[config.mk]
export PLATFORM = sky130hd
export DESIGN_NAME = dual_clk_timer
export DESIGN_NICKNAME = d
export VERILOG_FILES = /design/src/rtl/tmr_pkg.sv /design/src/rtl/tmr_clksel.sv /design/src/rtl/tmr_ctrl.sv /design/src/rtl/tmr_dp.sv /design/src/rtl/dual_clk_timer.sv
export SDC_FILE = /design/constraint.sdc
export NUM_CORES = 1
export LEC_CHECK = 0
export BUFFER_PORTS_ARGS = -buffer_cell sky130_fd_sc_hd__buf_4
export CAP_MARGIN = 20
export CORE_MARGIN = 2
export CORE_UTILIZATION = 60
export DETAILED_ROUTE_END_ITERATION = 7
export GPL_TIMING_DRIVEN = 0
export PLACE_DENSITY = 0.81
export SYNTH_ARGS = -nofsm -noshare
export SYNTH_HDL_FRONTEND = slang
export SYNTH_SLANG_ARGS = --single-unit
[constraint.sdc]
create_clock -name clk -period 7.08 [get_ports clk]
set_clock_uncertainty 0.15 [all_clocks]
set_input_delay 0.354 -clock clk [delete_from_list [all_inputs] [get_ports clk]]
set_output_delay 0.354 -clock clk [all_outputs]
set_load 0.1 [all_outputs]
[src/rtl/tmr_pkg.sv]
package tmr_pkg;

  localparam int DATA_W = 8;
  localparam int ADDR_W = 3;

  localparam logic [ADDR_W-1:0] ADDR_CTRL = 3'd0;
  localparam logic [ADDR_W-1:0] ADDR_CNT  = 3'd1;
  localparam logic [ADDR_W-1:0] ADDR_CMP  = 3'd2;
  localparam logic [ADDR_W-1:0] ADDR_FLAG = 3'd3;
  localparam logic [ADDR_W-1:0] ADDR_MASK = 3'd4;

  typedef enum logic [0:0] {
    MODE_TOGGLE  = 1'b0,
    MODE_FASTPWM = 1'b1
  } waveMode_e;

  // strobes from control to datapath
  typedef struct packed {
    logic              tick;
    logic              cntWr;
    logic              cmpWr;
    logic              countDown;
    waveMode_e         mode;
    logic [DATA_W-1:0] wrData;
  } dpStrobe_t;

  // events from datapath back to control
  typedef struct packed {
    logic ovfEvt;
    logic cmpEvt;
  } dpEvent_t;

endpackage

[src/rtl/tmr_clksel.sv]
module tmr_clksel #(
  parameter int PRE_W = 10
) (
  input  logic       clk,
  input  logic       rstN,
  input  logic       restart,
  input  logic [2:0] sel,
  input  logic       asyncClk,
  output logic       tick
);
  localparam int NUM_DIV = 5;
  localparam int TAP [NUM_DIV] = '{0, 3, 6, 8, 10};

  logic [PRE_W-1:0]   preCnt;
  logic [NUM_DIV-1:0] divHit;
  logic               syncA, syncB, syncC;
  logic               asyncTick;

  // free-running prescaler, restarted by control writes
  always_ff @(posedge clk or negedge rstN) begin
    if (!rstN)        preCnt <= '0;
    else if (restart) preCnt <= '0;
    else              preCnt <= preCnt + 1'b1;
  end

  for (genvar i = 0; i < NUM_DIV; i++) begin : g_tap
    if (TAP[i] == 0) begin : g_full
      assign divHit[i] = 1'b1;
    end else begin : g_div
      assign divHit[i] = &preCnt[TAP[i]-1:0];
    end
  end

  // oscillator clock brought into the system domain, rising-edge detect
  always_ff @(posedge clk or negedge rstN) begin
    if (!rstN) begin
      syncA <= 1'b0;
      syncB <= 1'b0;
      syncC <= 1'b0;
    end else begin
      syncA <= asyncClk;
      syncB <= syncA;
      syncC <= syncB;
    end
  end
  assign asyncTick = syncB & ~syncC;

  always_comb begin
    case (sel)
      3'd1, 3'd2, 3'd3, 3'd4, 3'd5: tick = divHit[sel - 3'd1];
      3'd6:                         tick = asyncTick;
      default:                      tick = 1'b0;
    endcase
  end

  // an oscillator edge yields exactly one tick (no two ticks back to back)
  assert_async_single_R4: assert property (@(posedge clk) disable iff (!rstN)
    (sel == 3'd6 && asyncTick) |=> !asyncTick);

endmodule

[src/rtl/tmr_ctrl.sv]
module tmr_ctrl
  import tmr_pkg::*;
#(
  parameter int PRE_W = 10
) (
  input  logic              clk,
  input  logic              rstN,
  input  logic              asyncClk,
  input  logic              wrEn,
  input  logic [ADDR_W-1:0] addr,
  input  logic [DATA_W-1:0] wrData,
  input  logic              ackOvf,
  input  logic              ackCmp,
  input  logic [DATA_W-1:0] cntVal,
  input  logic [DATA_W-1:0] cmpBuf,
  input  dpEvent_t          evt,
  output dpStrobe_t         strb,
  output logic [DATA_W-1:0] rdData,
  output logic              irqOvf,
  output logic              irqCmp
);
  logic [2:0] clkSel;
  waveMode_e  modeReg;
  logic       downReg;
  logic       flagOvf, flagCmp;
  logic       maskOvf, maskCmp;
  logic       wrCtrl, wrFlag, wrMask;
  logic       tick;

  assign wrCtrl = wrEn && (addr == ADDR_CTRL);
  assign wrFlag = wrEn && (addr == ADDR_FLAG);
  assign wrMask = wrEn && (addr == ADDR_MASK);

  tmr_clksel #(.PRE_W(PRE_W)) u_clksel (
    .clk      (clk),
    .rstN     (rstN),
    .restart  (wrCtrl),
    .sel      (clkSel),
    .asyncClk (asyncClk),
    .tick     (tick)
  );

  always_ff @(posedge clk or negedge rstN) begin
    if (!rstN) begin
      clkSel  <= '0;
      modeReg <= MODE_TOGGLE;
      downReg <= 1'b0;
      maskOvf <= 1'b0;
      maskCmp <= 1'b0;
    end else begin
      if (wrCtrl) begin
        clkSel  <= wrData[2:0];
        modeReg <= waveMode_e'(wrData[3]);
        downReg <= wrData[4];
      end
      if (wrMask) begin
        maskOvf <= wrData[0];
        maskCmp <= wrData[1];
      end
    end
  end

  // flags: event wins over write-one-to-clear and acknowledge
  always_ff @(posedge clk or negedge rstN) begin
    if (!rstN) begin
      flagOvf <= 1'b0;
      flagCmp <= 1'b0;
    end else begin
      flagOvf <= evt.ovfEvt | (flagOvf & ~((wrFlag & wrData[0]) | ackOvf));
      flagCmp <= evt.cmpEvt | (flagCmp & ~((wrFlag & wrData[1]) | ackCmp));
    end
  end

  always_comb begin
    strb.tick      = tick;
    strb.cntWr     = wrEn && (addr == ADDR_CNT);
    strb.cmpWr     = wrEn && (addr == ADDR_CMP);
    strb.countDown = downReg;
    strb.mode      = modeReg;
    strb.wrData    = wrData;
  end

  always_comb begin
    rdData = '0;
    case (addr)
      ADDR_CTRL: rdData = {3'b000, downReg, modeReg, clkSel};
      ADDR_CNT:  rdData = cntVal;
      ADDR_CMP:  rdData = cmpBuf;
      ADDR_FLAG: rdData = {6'b0, flagCmp, flagOvf};
      ADDR_MASK: rdData = {6'b0, maskCmp, maskOvf};
      default:   rdData = '0;
    endcase
  end

  assign irqOvf = flagOvf & maskOvf;
  assign irqCmp = flagCmp & maskCmp;

  assert_ovf_sets_R5: assert property (@(posedge clk) disable iff (!rstN)
    evt.ovfEvt |=> flagOvf);
  assert_cmp_sets_R6: assert property (@(posedge clk) disable iff (!rstN)
    evt.cmpEvt |=> flagCmp);
  assert_w1c_R9: assert property (@(posedge clk) disable iff (!rstN)
    (wrEn && addr == ADDR_FLAG && wrData[0] && !evt.ovfEvt) |=> !flagOvf);
  assert_ack_R10: assert property (@(posedge clk) disable iff (!rstN)
    (ackCmp && !evt.cmpEvt) |=> !irqCmp);

endmodule

[src/rtl/tmr_dp.sv]
module tmr_dp
  import tmr_pkg::*;
(
  input  logic              clk,
  input  logic              rstN,
  input  dpStrobe_t         strb,
  output logic [DATA_W-1:0] cntVal,
  output logic [DATA_W-1:0] cmpBuf,
  output dpEvent_t          evt,
  output logic              wave
);
  localparam logic [DATA_W-1:0] TOP    = {DATA_W{1'b1}};
  localparam logic [DATA_W-1:0] BOTTOM = '0;

  logic [DATA_W-1:0] cmpAct;
  logic              isPwm, goDown, tickEff, match, atEnd;

  assign isPwm   = (strb.mode == MODE_FASTPWM);
  assign goDown  = strb.countDown && !isPwm;
  assign tickEff = strb.tick && !strb.cntWr;
  assign match   = (cntVal == cmpAct);
  assign atEnd   = goDown ? (cntVal == BOTTOM) : (cntVal == TOP);

  assign evt.ovfEvt = tickEff && atEnd;
  assign evt.cmpEvt = tickEff && match;

  always_ff @(posedge clk or negedge rstN) begin
    if (!rstN) begin
      cntVal <= '0;
    end else if (strb.cntWr) begin
      cntVal <= strb.wrData;
    end else if (tickEff) begin
      if (!isPwm && match) cntVal <= goDown ? TOP : BOTTOM;
      else if (goDown)     cntVal <= cntVal - 1'b1;
      else                 cntVal <= cntVal + 1'b1;
    end
  end

  // double-buffered compare
  always_ff @(posedge clk or negedge rstN) begin
    if (!rstN) begin
      cmpBuf <= '0;
      cmpAct <= '0;
    end else begin
      if (strb.cmpWr) cmpBuf <= strb.wrData;
      if (strb.cmpWr && !isPwm)                   cmpAct <= strb.wrData;
      else if (isPwm && tickEff && cntVal == TOP) cmpAct <= cmpBuf;
    end
  end

  always_ff @(posedge clk or negedge rstN) begin
    if (!rstN) begin
      wave <= 1'b0;
    end else if (tickEff) begin
      if (isPwm) begin
        if (cntVal == TOP) wave <= 1'b1;
        else if (match)    wave <= 1'b0;
      end else if (match) begin
        wave <= ~wave;
      end
    end
  end

  assert_hold_R2: assert property (@(posedge clk) disable iff (!rstN)
    (!strb.tick && !strb.cntWr) |=> $stable(cntVal));
  assert_toggle_R6: assert property (@(posedge clk) disable iff (!rstN)
    (tickEff && !isPwm && match) |=> (wave != $past(wave)));
  assert_pwm_set_R7: assert property (@(posedge clk) disable iff (!rstN)
    (tickEff && isPwm && cntVal == TOP) |=> (wave && cntVal == BOTTOM));
  assert_cnt_write_R11: assert property (@(posedge clk) disable iff (!rstN)
    strb.cntWr |=> (cntVal == $past(strb.wrData)));

endmodule

[src/rtl/dual_clk_timer.sv]
module dual_clk_timer
  import tmr_pkg::*;
#(
  parameter int PRE_W = 10
) (
  input  logic        clk,
  input  logic        rstN,
  input  logic        asyncClk,
  input  logic        wrEn,
  input  logic [2:0]  addr,
  input  logic [7:0]  wrData,
  output logic [7:0]  rdData,
  input  logic        ackOvf,
  input  logic        ackCmp,
  output logic        irqOvf,
  output logic        irqCmp,
  output logic        wavePin
);
  dpStrobe_t         strb;
  dpEvent_t          evt;
  logic [DATA_W-1:0] cntVal, cmpBuf;

  tmr_ctrl #(.PRE_W(PRE_W)) u_ctrl (
    .clk      (clk),
    .rstN     (rstN),
    .asyncClk (asyncClk),
    .wrEn     (wrEn),
    .addr     (addr),
    .wrData   (wrData),
    .ackOvf   (ackOvf),
    .ackCmp   (ackCmp),
    .cntVal   (cntVal),
    .cmpBuf   (cmpBuf),
    .evt      (evt),
    .strb     (strb),
    .rdData   (rdData),
    .irqOvf   (irqOvf),
    .irqCmp   (irqCmp)
  );

  tmr_dp u_dp (
    .clk    (clk),
    .rstN   (rstN),
    .strb   (strb),
    .cntVal (cntVal),
    .cmpBuf (cmpBuf),
    .evt    (evt),
    .wave   (wavePin)
  );

endmodule

==> flow_results.xml, run 1 <==
<?xml version="1.0" encoding="UTF-8"?>
<metrics>
  <group name="run_status">
    <metric name="outcome" unit="">completed</metric>
  </group>
  <group name="synth">
    <metric name="post_synth_num_cell_types" unit="">45</metric>
    <metric name="postSynthNetCount" unit="">330</metric>
    <metric name="number_of_flops_mapped_to_enable_cells_by_yosys" unit="">0</metric>
    <metric name="yosysSeqAreaShare" unit="%">41.14</metric>
    <metric name="synth.ff_latch_count" unit="">47</metric>
    <metric name="synth_top_area_share" unit="%">41.14</metric>
    <metric name="top_cells_by_area_in_the_synthesized_netlist" unit="">dfrtp_1 41%, mux2_2 5.5%, ha_1 5.3%</metric>
    <metric name="synth_area_per_cell" unit="sq um">9.530</metric>
    <metric name="synth_area_leader_cell" unit="">dfrtp_1</metric>
    <metric name="synth-async-reset-ratio" unit="%">100.0</metric>
    <metric name="netlist_area" unit="sq um">2859</metric>
    <metric name="synth_warnings" unit="">0</metric>
    <metric name="syn-instance-count" unit="">300</metric>
    <metric name="dominantRegCellSynth" unit="">dfrtp_1</metric>
  </group>
  <group name="timing">
    <metric name="timing_hold_violations_final" unit="">0</metric>
    <metric name="setup_viol_count_final" unit="">0</metric>
    <metric name="post-route-worst-setup-slack" unit="ns">4.126</metric>
    <metric name="unrepaired_setup_endpoints_after_global_routing" unit="">no</metric>
    <metric name="transition_time_of_the_tightest_slew_check_pin" unit="ns">0.6183</metric>
    <metric name="final_total_negative_setup_slack" unit="ns">0</metric>
    <metric name="min_period" unit="ns">2.954</metric>
    <metric name="finalCritPeriodShare" unit="%">41.72</metric>
    <metric name="relSlewSlack" unit="%">58.65</metric>
    <metric name="finalHoldWorstSlack" unit="ns">0.1324</metric>
    <metric name="fmax" unit="MHz">338.5</metric>
    <metric name="drv_slew" unit="">0</metric>
  </group>
  <group name="power">
    <metric name="peak_vdd_ir" unit="mV">0.2062</metric>
    <metric name="power_per_cell_area" unit="nW/um^2">334.5</metric>
    <metric name="combinationalPowerShare" unit="%">44.3</metric>
    <metric name="pwr-share-seq" unit="%">40.2</metric>
    <metric name="total_power" unit="mW">1.084</metric>
    <metric name="power_report.internal_total" unit="mW">0.6220</metric>
    <metric name="clockPowerShare" unit="%">15.5</metric>
    <metric name="net_load_switching_power" unit="mW">0.4623</metric>
    <metric name="switch_share" unit="%">42.64</metric>
    <metric name="leakagePower" unit="nW">1.395</metric>
  </group>
  <group name="floorplan">
    <metric name="die_y" unit="um">73.03</metric>
    <metric name="die_width" unit="um">73.03</metric>
    <metric name="dieArea" unit="sq um">5333</metric>
    <metric name="row_count" unit="">25</metric>
    <metric name="floorplan.io_pins" unit="">28</metric>
    <metric name="initial_core_utilization" unit="%">61.34</metric>
    <metric name="coreArea" unit="sq um">4661</metric>
  </group>
  <group name="cells_and_area">
    <metric name="antenna-diode-count" unit="">0</metric>
    <metric name="final_area" unit="sq um">3242</metric>
    <metric name="drive_gt1_share" unit="%">18.99</metric>
    <metric name="layout.core_utilization" unit="%">69.56</metric>
    <metric name="syn2layout_area_growth" unit="%">13.39</metric>
    <metric name="design.final.nets" unit="">366</metric>
    <metric name="layout.filler_cells" unit="">364</metric>
    <metric name="layoutNonFillerInstCount" unit="">391</metric>
  </group>
  <group name="clock_network">
    <metric name="cts_max_level" unit="">2</metric>
    <metric name="cts_post_setup_buffers_inserted" unit="">0</metric>
    <metric name="tritoncts_clock_tree" unit="">done</metric>
    <metric name="clk_path_buf_depth" unit="">2</metric>
    <metric name="root_buffer" unit="">clkbuf_8</metric>
    <metric name="cts_num_sinks" unit="">47</metric>
    <metric name="cts_made_buffers" unit="">5</metric>
    <metric name="cts.reportedPaths.clkPinSlew" unit="ns">0.09</metric>
    <metric name="clkLatencyLatePin" unit="ns">0.31</metric>
    <metric name="post_cts_resized" unit="">0</metric>
  </group>
  <group name="worst_setup_path">
    <metric name="worst_ep_required_time" unit="ns">7.12</metric>
    <metric name="crit_path_start_kind" unit="">flip-flop</metric>
    <metric name="path_class" unit="">reg2reg</metric>
    <metric name="peak_fanout_along_the_critical_path" unit="">9</metric>
    <metric name="worst_setup_path_end_kind" unit="">flip-flop</metric>
    <metric name="arrival_time_of_the_worst_setup_path" unit="ns">2.99</metric>
  </group>
  <group name="global_routing">
    <metric name="grt_max_degree" unit="">48</metric>
    <metric name="global_route.overflow_total" unit="">0</metric>
    <metric name="number_of_antenna_violations_at_the_first_check_in_global_routing" unit="">0</metric>
    <metric name="vias_in_the_first_global_route" unit="">2315</metric>
    <metric name="grt_usage" unit="%">27.55</metric>
    <metric name="grt_pass1_wl" unit="mm">11.06</metric>
  </group>
  <group name="placed_design">
    <metric name="placed_cell_area" unit="sq um">3129</metric>
    <metric name="buffer_ports.inserted" unit="">27</metric>
    <metric name="dp_hpwl" unit="mm">4.839</metric>
    <metric name="preCtsSetupSlack" unit="ns">4.211</metric>
    <metric name="place.gp.congestion" unit="">0.9126</metric>
    <metric name="cell_count_after_placement" unit="">381</metric>
  </group>
  <group name="hold_path">
    <metric name="hold_class" unit="">in2reg</metric>
  </group>
  <group name="route">
    <metric name="dr_total_vias" unit="">2359</metric>
    <metric name="number_of_antenna_violating_nets_in_the_routed_design" unit="">0</metric>
    <metric name="detailedRoute.firstIterationViolations" unit="">195</metric>
    <metric name="vias_per_cell" unit="">6.033</metric>
    <metric name="drc" unit="">0</metric>
    <metric name="drt_pass_1_iters" unit="">4</metric>
    <metric name="wl" unit="mm">6.558</metric>
    <metric name="detail_route.wl_per_cell" unit="um">16.77</metric>
  </group>
  <group name="job">
    <metric name="max-cap-violations" unit="">0</metric>
  </group>
</metrics>
==> registers in the layout (all words and copies together) (netlist names), 3 cells and up <==
signal and flops:
u_dp.cntVal 8, u_ctrl.u_clksel.preCnt 10, u_dp.cmpAct 8, u_dp.cmpBuf 8, u_ctrl.clkSel 3
==> synth_stat cells, types with 4 or more instances <==
cell type   n
a22oi_1     7
nor2_1     36
nand2_1    18
nand3_1     7
ha_1       12
dfrtp_1    47
a211oi_1    6
mux2_2     14
mux2i_1    11
nand4_1     5
and3_1      4
nor3_1      9
xor2_1     13
inv_1       7
clkbuf_1    7
a21oi_1    18
buf_2       5
and2_1      5
nor2b_1     9
o21ai_0    18
xnor2_1     6
==> routing by layer <==
layer / vias to the layer above / wire (um) / global-route usage (%)
li1: 1146 / - / -
met1: 1131 / 2911 / 35.25
met2: 60 / 3194 / 44.14
met3: 22 / 222 / 5.939
met4: 0 / 230 / 13.58
met5: - / 0 / 0
==> power groups by stage <==
| stage | Clock [mW] | Combinational, mW | Sequential (mW) |
|---|---|---|---|
| after CTS | 0.172 | 0.478 | 0.432 |
| after global placement | 0 | 0.458 | 0.434 |
| after global routing | 0.183 | 0.537 | 0.446 |
| after floorplan | 0 | 0.380 | 0.416 |
| final | 0.168 | 0.481 | 0.436 |
| after detailed placement | 0 | 0.475 | 0.438 |
==> worst paths after layout <==
path	slack (ns)	start	to	depth (start not counted)
setup / recovery	4.13	u_ctrl.modeReg$_DFFE_PN0P_	u_dp.cntVal[5]$_DFFE_PN0P_	10
hold / removal	0.13	wrData[7]	u_dp.cntVal[7]$_DFFE_PN0P_	3
setup reg to reg	4.13	u_ctrl.modeReg$_DFFE_PN0P_	u_dp.cntVal[5]$_DFFE_PN0P_	10
hold reg to reg	0.21	u_ctrl.u_clksel.syncA$_DFF_PN0_	u_ctrl.u_clksel.syncB$_DFF_PN0_	0
max in group asynchronous	5.96	rstN	u_ctrl.clkSel[2]$_DFFE_PN0P_	2
min in group asynchronous	0.43	rstN	u_ctrl.u_clksel.syncB$_DFF_PN0_	2
==> kinds of logic after synthesis <==
kind of cell	share of synthesized area, %
XOR/XNOR	5.821
AO/OA/AOI/OAI	16.06
AND/OR/NAND/NOR	18.95
buffers and inverters	2.714
adder cells (fa/ha/maj)	5.952
flip-flops	41.14
multiplexers	9.366
==> layout make-up <==
| cell class | count | area [sq um] | share of cell area, % |
|---|---|---|---|
| multi-input combinational | 234 | 1605 | 49.52 |
| inverter | 7 | 26.28 | 0.8105 |
| clock inverter | 3 | 23.77 | 0.7333 |
| sequential | 47 | 1176 | 36.28 |
| timing repair buffer | 29 | 222.7 | 6.870 |
| buffer | 12 | 51.30 | 1.582 |
| tap | 54 | 67.56 | 2.084 |
| clock buffer | 5 | 68.82 | 2.123 |
==> timing repair <==
| item | CTS | global route |
|---|---|---|
| endpoints found under the hold margin | 48 | 0 |
| endpoints found under the setup margin | 0 | 0 |
| hold buffers | 2 | 0 |
==> critical path: stages (launching register included) <==
cell       delay (ns)
dfrtp_1          0.41
inv_1            0.18
nand2_1          0.18
inv_1            0.28
ha_1             0.30
a211oi_1         0.31
o21bai_1         0.11
a21oi_1          0.21
xnor2_1          0.09
a2111oi_0        0.47
nor3_1           0.12
==> layout by cell type (no fill, tap or decap), drive strengths merged, types with 8 or more instances in the layout <==
master	netlist	final
a21oi	18	18
inv	7	8
nor3	9	9
o21ai	18	18
ha	12	12
mux2i	11	11
buf	5	32
nor2	37	37
nand2	18	18
xor2	13	13
dfrtp	47	47
nor2b	9	9
mux2	14	14
clkbuf	7	12
Power figures use the tool's default switching activity.
==> inputs of run 2 (changes only) <==
--- a/config.mk
+++ b/config.mk
@@ -8,10 +8,10 @@
 export BUFFER_PORTS_ARGS = -buffer_cell sky130_fd_sc_hd__buf_4
 export CAP_MARGIN = 20
 export CORE_MARGIN = 2
-export CORE_UTILIZATION = 60
+export CORE_UTILIZATION = 59
 export DETAILED_ROUTE_END_ITERATION = 7
 export GPL_TIMING_DRIVEN = 0
-export PLACE_DENSITY = 0.81
+export PLACE_DENSITY = 0.8
 export SYNTH_ARGS = -nofsm -noshare
 export SYNTH_HDL_FRONTEND = slang
 export SYNTH_SLANG_ARGS = --single-unit
==> constraint.sdc (replaced) <==
create_clock -name clk -period 3 [get_ports clk]
set_clock_uncertainty 0.15 [all_clocks]
set_input_delay 0.15 -clock clk [delete_from_list [all_inputs] [get_ports clk]]
set_output_delay 0.15 -clock clk [all_outputs]
set_load 0.1 [all_outputs]
==> run 2 against run 1 <==
Against the previous run:
- wire length increased by 4.6%
- register-to-register slack got worse by 3.9 ns
- flip-flop and latch count unchanged
- critical path depth decreased by 2
- via count increased by 3.5%
- utilization increased by 2.0 points
- total power increased by 150%
- hold slack got worse by 0.13 ns
- die area increased by 1.6%
- largest cell class unchanged
==> flow_results.xml, run 2 (synthesis gave the netlist of run 1 again) <==
<?xml version="1.0" encoding="UTF-8"?>
<metrics>
  <group name="timing">
    <metric name="fmax" unit="MHz">362.1</metric>
    <metric name="transition_time_of_the_tightest_slew_check_pin" unit="ns">0.6453</metric>
    <metric name="timing_hold_violations_final" unit="">0</metric>
    <metric name="finalCritPeriodShare" unit="%">92.06</metric>
    <metric name="finalHoldWorstSlack" unit="ns">0.002033</metric>
    <metric name="setup_viol_count_final" unit="">0</metric>
    <metric name="unrepaired_setup_endpoints_after_global_routing" unit="">no</metric>
    <metric name="drv_slew" unit="">0</metric>
    <metric name="relSlewSlack" unit="%">56.84</metric>
    <metric name="min_period" unit="ns">2.762</metric>
    <metric name="final_total_negative_setup_slack" unit="ns">0</metric>
  </group>
  <group name="floorplan">
    <metric name="die_y" unit="um">73.61</metric>
    <metric name="die_width" unit="um">73.61</metric>
    <metric name="dieArea" unit="sq um">5418</metric>
    <metric name="floorplan.io_pins" unit="">28</metric>
    <metric name="initial_core_utilization" unit="%">60.93</metric>
    <metric name="coreArea" unit="sq um">4692</metric>
    <metric name="row_count" unit="">25</metric>
  </group>
  <group name="worst_setup_path">
    <metric name="rr_worst_depth" unit="">8</metric>
    <metric name="worst_ep_required_time" unit="ns">3.02</metric>
    <metric name="worst_setup_path_end_kind" unit="">flip-flop</metric>
    <metric name="arrival_time_of_the_worst_setup_path" unit="ns">2.78</metric>
    <metric name="peak_fanout_along_the_critical_path" unit="">8</metric>
    <metric name="path_class" unit="">reg2reg</metric>
    <metric name="crit_path_start_kind" unit="">flip-flop</metric>
  </group>
  <group name="cells_and_area">
    <metric name="drive_gt1_share" unit="%">18.79</metric>
    <metric name="largest_register" unit="">u_ctrl.u_clksel.preCnt</metric>
    <metric name="antenna-diode-count" unit="">0</metric>
    <metric name="syn2layout_area_growth" unit="%">17.46</metric>
    <metric name="design.final.nets" unit="">375</metric>
    <metric name="largest_register_ffs" unit="">10</metric>
    <metric name="mostFrequentLayoutCell" unit="">dfrtp_1</metric>
    <metric name="layout.cells.most_common_list" unit="">47 x dfrtp_1, 36 x nor2_1, 27 x buf_4</metric>
    <metric name="layout.filler_cells" unit="">364</metric>
  </group>
  <group name="power">
    <metric name="power_report.internal_total" unit="mW">1.578</metric>
    <metric name="leakagePower" unit="nW">1.452</metric>
    <metric name="switch_share" unit="%">40.65</metric>
    <metric name="peak_vdd_ir" unit="mV">0.4392</metric>
    <metric name="clockPowerShare" unit="%">18.2</metric>
    <metric name="power_per_cell_area" unit="nW/um^2">791.6</metric>
    <metric name="net_load_switching_power" unit="mW">1.081</metric>
    <metric name="combinationalPowerShare" unit="%">43.2</metric>
    <metric name="pwr-share-seq" unit="%">38.6</metric>
  </group>
  <group name="clock_network">
    <metric name="clkLatencyLatePin" unit="ns">0.31</metric>
    <metric name="cts.reportedPaths.clkPinSlew" unit="ns">0.09</metric>
    <metric name="cts_max_level" unit="">2</metric>
    <metric name="cts_num_sinks" unit="">47</metric>
    <metric name="clk_path_buf_depth" unit="">2</metric>
    <metric name="tritoncts_clock_tree" unit="">done</metric>
    <metric name="cts_made_buffers" unit="">5</metric>
    <metric name="root_buffer" unit="">clkbuf_8</metric>
  </group>
  <group name="global_routing">
    <metric name="grt_max_degree" unit="">48</metric>
    <metric name="number_of_antenna_violations_at_the_first_check_in_global_routing" unit="">0</metric>
    <metric name="grt_usage" unit="%">27.73</metric>
    <metric name="grt_pass1_wl" unit="mm">11.47</metric>
    <metric name="vias_in_the_first_global_route" unit="">2424</metric>
    <metric name="global_route.overflow_total" unit="">0</metric>
  </group>
  <group name="route">
    <metric name="wl" unit="mm">6.860</metric>
    <metric name="drc" unit="">0</metric>
    <metric name="dr_total_vias" unit="">2442</metric>
    <metric name="vias_per_cell" unit="">6.105</metric>
    <metric name="detailedRoute.firstIterationViolations" unit="">228</metric>
    <metric name="drt_pass_1_iters" unit="">4</metric>
    <metric name="detail_route.wl_per_cell" unit="um">17.15</metric>
    <metric name="number_of_antenna_violating_nets_in_the_routed_design" unit="">0</metric>
  </group>
  <group name="hold_path">
    <metric name="whs_path_depth" unit="">3</metric>
    <metric name="hold_class" unit="">in2reg</metric>
  </group>
  <group name="placed_design">
    <metric name="place.gp.congestion" unit="">0.8503</metric>
    <metric name="buffer_ports.inserted" unit="">27</metric>
    <metric name="dp_hpwl" unit="mm">4.850</metric>
  </group>
  <group name="job">
    <metric name="max-cap-violations" unit="">0</metric>
  </group>
  <group name="run_status">
    <metric name="outcome" unit="">completed</metric>
  </group>
</metrics>
-- run 2: cell count changes in the layout (fill, tap and decap cells not counted), sizes merged --
cell         change
bufinv           +1
clkbuf           +1
clkinv           +1
clkinvlp         -2
dlygate4sd3      +9
inv              -1
-- run 2: stage by stage --
step	worst slack, ns	std cells	power, mW	util, %	cell area [sq um]
detailed placement	0.1830	381	2.156	66.69	3129
global route	0.01322	400	2.840	71.57	3358
CTS	0.1476	400	2.657	71.55	3357
floorplan	0.4567	300	1.878	-	2859
finish	0.2383	400	2.658	71.57	3358
global placement	0.2463	381	2.111	66.69	3129
-- run 2: repair_timing --
| item | CTS | global route |
|---|---|---|
| endpoints found under the hold margin | 75 | 0 |
| resized for setup | 0 | 2 |
| setup endpoints to repair | 0 | 2 |
| hold buffers | 11 | 0 |
| setup buffers | 0 | 0 |
-- run 2: area by class of cell --
class | count | area [sq um] | area share, %
sequential | 47 | 1176 | 35.02
multi-input combinational | 234 | 1607 | 47.84
inverter | 7 | 26.28 | 0.7824
clock buffer | 6 | 82.58 | 2.459
buffer | 12 | 51.30 | 1.528
tap | 54 | 67.56 | 2.012
clock inverter | 2 | 35.03 | 1.043
timing repair buffer | 38 | 312.8 | 9.314
-- run 2: power by group through the flow --
stage               sequential, mW  clock [mW]  combinational, mW
detailed placement            1.03           0               1.12
finish                        1.02       0.485               1.15
global route                  1.05       0.518               1.27
floorplan                    0.982           0              0.896
CTS                           1.02       0.493               1.14
global placement              1.03           0               1.09
-- run 2: worst paths after layout --
kind                                                            end  slack [ns]                             from
worst min-delay path                       u_ctrl.flagCmp$_DFF_PN0_       0.002                           ackCmp
max in group asynchronous       u_ctrl.u_clksel.preCnt[3]$_DFF_PN0_        2.05                             rstN
worst max-delay path                     u_dp.cmpAct[2]$_DFFE_PN0P_        0.24     u_ctrl.clkSel[0]$_DFFE_PN0P_
worst max register to register           u_dp.cmpAct[2]$_DFFE_PN0P_        0.24     u_ctrl.clkSel[0]$_DFFE_PN0P_
worst min register to register      u_ctrl.u_clksel.syncB$_DFF_PN0_        0.20  u_ctrl.u_clksel.syncA$_DFF_PN0_
min in group asynchronous                u_dp.cntVal[6]$_DFFE_PN0P_        0.24                             rstN
-- run 2: per-layer routing --
metal  wire, um  track usage, %  part of all wire (%)  vias up
li1           -               -                     -     1176
met1       2998           37.37                    44     1185
met2       3417           45.14                    50       69
met3        305           4.527                   4.4       12
met4        138           10.10                   2.0        0
met5          0               0                     0        -
-- run 2: worst max-delay path, stage by stage (launching register included) --
cell	delay (ns)
dfrtp_1	0.47
inv_1	0.13
ha_1	0.35
nand3b_1	0.17
a21oi_1	0.17
o221ai_2	0.17
a211oi_4	0.61
mux2i_1	0.30
a21oi_1	0.10
